<file path="src/rtl/burst_sclk_gen.sv">
module burst_sclk_gen #(
  parameter int DATA_W   = 16,
  parameter int FIELDS   = 3,
  parameter int FIELD_W  = 8,
  parameter int HALF_DIV = 5
) (
  input  logic                      clk,
  input  logic                      rst_n,
  input  logic                      enable,
  input  logic                      start,
  input  logic [FIELDS*FIELD_W-1:0] len_fields,
  input  logic                      hold,
  input  logic [DATA_W-1:0]         src_data,
  output logic                      src_adv,
  output logic                      sclk,
  output logic [DATA_W-1:0]         dout,
  output logic                      dout_valid,
  output logic                      busy,
  output logic                      done
);
  localparam int LEN_W = FIELD_W + $clog2(FIELDS + 1);
  localparam int PER   = 2 * HALF_DIV;
  localparam int PH_W  = (PER > 2) ? $clog2(PER) : 1;
  localparam int REP   = (DATA_W + 15) / 16;
  localparam logic [PH_W-1:0] PH_LAST = PH_W'(PER - 1);
  localparam logic [PH_W-1:0] PH_FALL = PH_W'(HALF_DIV - 1);

  logic [LEN_W-1:0]    len_sum;
  logic [LEN_W-1:0]    rem;
  logic [PH_W-1:0]     ph;
  logic [15:0]         lfsr;
  logic [REP*16-1:0]   fill_rep;
  logic [DATA_W-1:0]   fill;

  always_comb begin
    len_sum = '0;
    for (int i = 0; i < FIELDS; i++)
      len_sum = len_sum + LEN_W'(len_fields[i*FIELD_W +: FIELD_W]);
  end

  assign fill_rep = {REP{lfsr}};
  assign fill     = fill_rep[DATA_W-1:0];

  wire launch   = !busy && start && enable && (len_sum != '0);
  wire zero_req = !busy && start && enable && (len_sum == '0);
  wire wrap     = busy && (ph == PH_LAST);
  wire cont     = wrap && enable && (rem != '0);
  wire ps       = launch || cont;

  assign src_adv = ps && !hold;

  always_ff @(posedge clk or negedge rst_n) begin
    if (!rst_n) lfsr <= 16'hACE1;
    else        lfsr <= {lfsr[14:0], lfsr[15] ^ lfsr[13] ^ lfsr[12] ^ lfsr[10]};
  end

  always_ff @(posedge clk or negedge rst_n) begin
    if (!rst_n) begin
      busy       <= 1'b0;
      sclk       <= 1'b0;
      ph         <= '0;
      rem        <= '0;
      dout       <= '0;
      dout_valid <= 1'b0;
      done       <= 1'b0;
    end else begin
      done <= zero_req;
      if (ps) begin
        busy       <= 1'b1;
        sclk       <= 1'b1;
        ph         <= '0;
        rem        <= (launch ? len_sum : rem) - LEN_W'(!hold);
        dout_valid <= !hold;
        dout       <= hold ? fill : src_data;
      end else if (wrap) begin
        busy       <= 1'b0;
        ph         <= '0;
        rem        <= '0;
        dout_valid <= 1'b0;
        done       <= (rem == '0);
      end else if (busy) begin
        ph <= ph + 1'b1;
        if (ph == PH_FALL) sclk <= 1'b0;
      end
    end
  end

  AST_IDLE_QUIET: assert property (@(posedge clk) disable iff (!rst_n)
    !busy |-> (!sclk && !dout_valid)) else $error("idle outputs active");

  AST_ADV_LOADS_WORD: assert property (@(posedge clk) disable iff (!rst_n)
    src_adv |=> (dout_valid && dout == $past(src_data))) else $error("word not presented");

  AST_HELD_KEEPS_COUNT: assert property (@(posedge clk) disable iff (!rst_n)
    (cont && hold) |=> (rem == $past(rem) && !dout_valid)) else $error("held period counted");

  AST_RISE_AT_PERIOD_START: assert property (@(posedge clk) disable iff (!rst_n)
    $rose(sclk) |-> (busy && ph == '0)) else $error("stray rising edge");

  AST_DONE_SINGLE: assert property (@(posedge clk) disable iff (!rst_n)
    done |=> !done) else $error("done longer than one cycle");

  AST_DONE_IDLE: assert property (@(posedge clk) disable iff (!rst_n)
    done |-> !busy) else $error("done while busy");

  AST_NO_ADV_IDLE_LOW: assert property (@(posedge clk) disable iff (!rst_n)
    (!busy && !enable) |=> !busy) else $error("burst without enable");
endmodule

</file>
<file path="config.mk">
export PLATFORM = sky130hd
export DESIGN_NAME = burst_sclk_gen
export DESIGN_NICKNAME = d
export VERILOG_FILES = /design/src/rtl/burst_sclk_gen.sv
export SDC_FILE = /design/constraint.sdc
export NUM_CORES = 1
export LEC_CHECK = 0
export ABC_AREA = 1
export BUFFER_PORTS_ARGS = -buffer_cell sky130_fd_sc_hd__buf_4
export CAP_MARGIN = 0
export CORE_ASPECT_RATIO = 1.2
export CORE_UTILIZATION = 35
export DETAILED_ROUTE_END_ITERATION = 16
export PLACE_DENSITY = 0.54
export SLEW_MARGIN = 20
export SYNTH_ARGS = -nofsm -noshare
export SYNTH_HDL_FRONTEND = slang
export SYNTH_SLANG_ARGS = --single-unit
</file>
<file path="constraint.sdc">
create_clock -name clk -period 7.7 [get_ports clk]
set_input_delay 0.77 -clock clk [delete_from_list [all_inputs] [get_ports clk]]
set_output_delay 0.77 -clock clk [all_outputs]
set_load 0.02 [all_outputs]
</file>
== Word level (Yosys, flattened, before mapping) ==
Cells that the tools add are included.

* Register bits after elaboration: 50
* Word-level logic and storage cells: 54
* Memory bits (read-only): 0
* RAM bits: 0
* Bits in latches: 0
* Memories: 0

* Shift operators: 0
* Muxes and demuxes: 16
* Reduce and logical (&&, ||, !) cells: 20
* Bitwise gates (word level): 3
* Equal/unequal tests: 3
* Divide/modulo/power cells: 0
* $mul: 0
* $add $sub $neg: 4
* Magnitude comparators: 0

{| class="wikitable"
|+ Operators by type and width
! cell !! number
|-
| 10-bit 2-to-1 mux || 3
|-
| 10-bit zero test || 2
|-
| 10-bit nonzero test || 2
|-
| 16-bit 2-to-1 mux || 1
|-
| 4-bit 2-to-1 mux || 3
|-
| 9-bit by 8-bit adder with 10-bit output || 1
|-
| 10-bit by 1-bit subtractor with 10-bit output || 1
|-
| 8-bit by 8-bit adder with 9-bit output || 1
|-
| 1-bit 2-to-1 mux || 9
|-
| 1-bit logical AND || 8
|-
| 2-bit nonzero test || 3
|-
| 4-bit by 1-bit adder with 4-bit output (second input constant) || 1
|-
| 4-bit by 3-bit equality test with 1-bit output (second input constant) || 1
|-
| 4-bit equality test (second input constant) || 1
|-
| 3-bit AND reduction || 1
|-
| 3-bit nonzero test || 1
|-
| 1-bit bitwise XOR || 3
|-
| 1-bit zero test || 2
|-
| 2-bit by 1-bit inequality test with 1-bit output (second input constant) || 1
|-
| 1-bit logical OR || 1
|}

== Depth between registers and ports, before layout ==
* Word-level depth: 7
* Mapped depth: 26
* Depth with buffers taken out: 25

== Least setup slack after synthesis ==
Ideal clock, no wire load.

* Path kind: input to output
* From: input port len_fields[1]
* To: output port src_adv
* Arrival time: 3.161 ns
* Path slack: 3.769 ns
* Data required time: 6.930 ns
* Stages on the path: 18
* Path through: inv_1 > fa_1 > inv_1 > ha_1 > inv_1 > fa_1 > inv_1 > nand3_1 > nand3_1 > nand2_1 > nand3_2 > nor2_4 > nand4_4 > nand2_4 > buf_12 > nand2_4 > inv_1 > nor2_1

* Word-level cells in the longest chain between the ends: 6

{| class="wikitable"
|+ RTL lines
! item !! line !! source
|-
| start: declaration || 11 || <nowiki>input logic [FIELDS*FIELD_W-1:0] len_fields,</nowiki>
|-
| 8-bit by 8-bit adder with 9-bit output || 38 || <nowiki>len_sum = len_sum + LEN_W'(len_fields[i*FIELD_W +: FIELD_W]);</nowiki>
|-
| 9-bit by 8-bit adder with 10-bit output || 38 ||
|-
| 10-bit nonzero test || 44 || <nowiki>wire launch = !busy && start && enable && (len_sum != '0);</nowiki>
|-
| 1-bit logical AND || 44 ||
|-
| 1-bit logical OR || 48 || <nowiki>wire ps = launch || cont;</nowiki>
|-
| 1-bit logical AND || 50 || <nowiki>assign src_adv = ps && !hold;</nowiki>
|-
| end: declaration || 14 || <nowiki>output logic src_adv,</nowiki>
|}

Every way passes these cells.

== Worst setup path in the final report ==
* From: input port len_fields[9]
* To: output port src_adv

Same word-level chain as after synthesis.

==> summary.md <==
| Metric | Value |
|---|---|
| Vias per cell | approximately 4.6 |
| Iter 0 DRT Violations | just under 90 |
| Mapped Area | just under 3000 sq um |
| Die width | ~86 microns |
| Worst setup SP type | input port |
| Crit path DAT | 3900 ps |
| Share of cells above drive strength 1 | approximately a quarter |
| Syn avg cell area | between 8 and 9 sq um |
| Worst VDD drop | between 0.07 and 0.08 mV |
| Mapped Cells | about 360 |
| Gate power share | roughly 48% |
| Hold buffers post-CTS | 0 |
| Post-CTS Setup Bufs | 0 |
| Met3 WL post-DR | about 250 microns |
| Area Overhead vs Synth | 23.4% |
| Relative slew slack | between 50% and 60% |
| Top Ports | 66 |
| Final setup margin | between 3000 and 4000 ps |
| Reg2reg end | rem[8] |
| Core Box Area | around 8200 sq um |
| GPL Wtd Cong | between 0.8 and 0.9 |
| Min-delay src | fill[5] |
| Residual DRC | 0 |
| Required @ worst endpoint | 6930 ps |
| Minimum clock period | approximately 4700 ps |
| Pint | between 0.6 and 0.7 mW |
| Hold path depth | 0 |
| Cell area power density | a little over 300 nW/um^2 |
| Drt total wl | 6250 microns |
| Syn nets | 423 |
| Leak | ~1.8 nW |
| Clock Tree Root | clkbuf_8 |
| Final hold viol count | 0 |
| Via count | between 2000 and 2500 |
| Clock transition at the registers of the reported paths | ~100 ps |
| Clk_lat worst skew | approximately 300 ps |
| Placed cell count | around 530 |
| Fmax | about 0.21 GHz |
| TritonRoute pass-1 iters | 4 |
| Tcrit/Tclk final | 60.7% |
| Total global-route track usage | ~15% |
| H-tree levels | 2 |
| Flop2flop setup slack | around 5300 ps |
| Pin count of the biggest net entering global routing | 51 |
| Worst slew pin tran | just over 600 ps |
| Port Buffers | 65 |
| Yosys reg bits | 50 |
| Site row count | 36 |
| Fillcell total | 810 |
| CTS tree | done |
| Top Metal Used | met4 |
| Nets@finish | 487 |
| Vias in the first global route | between 2000 and 2500 |
| Die area | ~8800 sq um |
| Switching power | roughly 0.46 mW |
| # resized after CTS | 0 |
| Number of max-cap violations | 0 |
| Largest cells by area after synthesis | dfrtp_1 (36%), nand2_1 (13%), dfstp_2 (7.1%) |
| Register area share after synthesis | a little over two fifths |
| Detail Placement HPWL | slightly below 5000 microns |
| ANT cells | 0 |
| CP Capture Type | output pin |
| Clock network power share | between 10% and 20% |
| Final Non-Filler Cells | approximately 540 |
| Post-synth cell types | 32 |
| Chip height | 103 microns |
| Met2 wire length | ~3000 microns |
| WL per Instance | roughly 12 microns |
| ANT nets after route | 0 |
| M1 wire length | just under 3000 microns |
| Setup violations, final | 0 |
| Switching Share | a little over 40% |
| Final TNS setup | 0 ps |
| Critical-path maximum fanout | 42 |
| Clock Path Buffers | 2 |
| Worst hold path class | register to register |
| TritonCTS Buffers | 5 |
| Setup WS pre-CTS | 3000 ps |
| Clock Sink Count | 50 |
| Post-synth top area cell | dfrtp_1 |
| Crit-path most repeated cell | inv_1 |
| Final Slew Violations | 0 |
| Post-synth top area share | 35.5% |
| Crit path cell chain | buf_4 > inv_1 > fa_1 > inv_1 > ha_1 > inv_1 > fa_1 > inv_1 > nand2_1 > nand2_1 > nand3_1 > nand2_1 > nand3_2 > nor2_4 > nand4_4 > nand2_4 > nand2_4 > inv_1 > nor2_1 > buf_4 |
| Kind of critical path | input port to output pin |
| Global-route wire length before repair | between 10000 and 15000 microns |
| GRT overflow | 0 |
| Hold EP | fill[6] |
| Initial antenna violation count | 0 |
| Worst r2r src | busy |
| Initial Util | 36.3% |
| Reg power frac | a little over a third |
| Status | finished clean |
| Biggest cell delay along the critical path | ~410 ps |
| Crit-path slowest cell | fa_1 |
| Final Skew | between 9 and 10 ps |
| RSZ-0062 raised after global routing | no |
| Worst Reg-to-Reg Cells | 12 |
| Syn. warnings | 0 |
[power by group through the flow]
stage                     Clock (mW)  Combinational, mW  Sequential (mW)
final                          0.184              0.535            0.401
after detailed placement           0              0.541            0.406
after floorplan                    0              0.309            0.460
after global placement             0              0.536            0.406
after CTS                      0.192              0.541            0.402
after global routing           0.201              0.608            0.413
[cells by family (layout without fill, tap and decap cells)]
family	count (synthesis)	in the layout	synth area share, %
AO/OA/AOI/OAI	41	41	8.42
buffers and inverters	60	125	8.29
AND/OR/NAND/NOR	178	178	27.4
flip-flops	50	50	42.6
XOR/XNOR	7	7	2.07
adder cells (fa/ha/maj)	21	21	11.2
[final cells by class]
type | instances | area, sq um | area share (%)
Timing Repair Buffer | 65 | 488 | 13.4
Clock buffer | 5 | 68.8 | 1.88
Clock inverter | 3 | 43.8 | 1.20
Sequential cell | 50 | 1260 | 34.5
Inverter | 52 | 195 | 5.35
Tap cell | 114 | 143 | 3.91
Multi-Input combinational cell | 247 | 1450 | 39.8
[worst max-delay path by stage]
| stage | start | to | slack, ps | depth (start not counted) |
|---|---|---|---|---|
| CTS | len_fields[9] | src_adv | 3000 | 20 |
| global placement | len_fields[1] | src_adv | 3120 | 20 |
| detailed placement | len_fields[9] | src_adv | 3000 | 20 |
| floorplan | len_fields[1] | src_adv | 3770 | 18 |
| finish | len_fields[9] | src_adv | 3030 | 20 |
| global route | len_fields[9] | src_adv | 2690 | 20 |
[synth_stat cells (all sizes together)]
cell type / instances
nand4: 6
nor2: 32
clkbuf: 4
o32ai: 1
o21ai: 12
buf: 4
dfstp: 8
xor2: 3
dfrtp: 42
o22ai: 7
ha: 12
nand2: 109
a31oi: 16
or2: 1
a21oi: 5
fa: 9
nand3: 26
nand3b: 2
inv: 51
nor4: 2
clkinv: 1
xnor2: 4
[placed cells by master (no fill, tap or decap)]
cell type  Yosys  layout
nor2_1        27      27
nand2_1      100     100
ha_1          12      12
inv_6          0       1
clkinv_2       0       1
or2_2          1       1
xor2_1         3       3
nand4_1        5       5
o21ai_0        8       8
o22ai_1        7       7
clkinv_1       1       1
a31oi_1       16      16
nand3_1       24      24
nor2_4         2       2
o32ai_1        1       1
a21oi_1        5       5
nand3b_1       2       2
o21ai_1        1       1
nand3_2        2       2
nor4_1         2       2
nor2_2         3       3
dfstp_2        8       8
inv_1         50      50
dfrtp_1       42      42
fa_1           9       9
buf_4          0      65
bufinv_16      0       1
inv_2          1       1
nand4_4        1       1
clkbuf_8       0       5
o21ai_2        3       3
xnor2_1        4       4
nand2_2        7       7
nand2_4        2       2
[critical path: cells and delay by family]
kind	cells	cell delay (ps)
buffers and inverters	7	900
adders and majority gates	3	970
and+or+nand+nor	10	1230
[through the flow]
step           instance area, sq um  hold WS (ps)  util, %  total power [mW]
2_1_floorplan                  2960           354        -             0.769
3_3_place_gp                   3540           361     43.4             0.942
3_5_place_dp                   3540           360     43.4             0.947
4_1_cts                        3650           378     44.8              1.13
5_1_grt                        3650           376     44.8              1.22
6_report                       3650           374     44.8              1.12
[flip-flops by register name (all words and copies together) (netlist names)]
| register | cells |
|---|---|
| dout | 16 |
| dout_valid | 1 |
| rem | 10 |
| ph | 4 |
| sclk | 1 |
| fill | 16 |
| done | 1 |
| busy | 1 |
[routing by layer]
| layer | GRT usage, % | up-vias |
|---|---|---|
| met5 | 0 | - |
| met4 | 5.00 | 0 |
| met3 | 1.84 | 8 |
| met2 | 26.3 | 70 |
| met1 | 19.5 | 1135 |
| li1 | - | 1269 |
No activity file was read; power rests on OpenSTA's default activity.
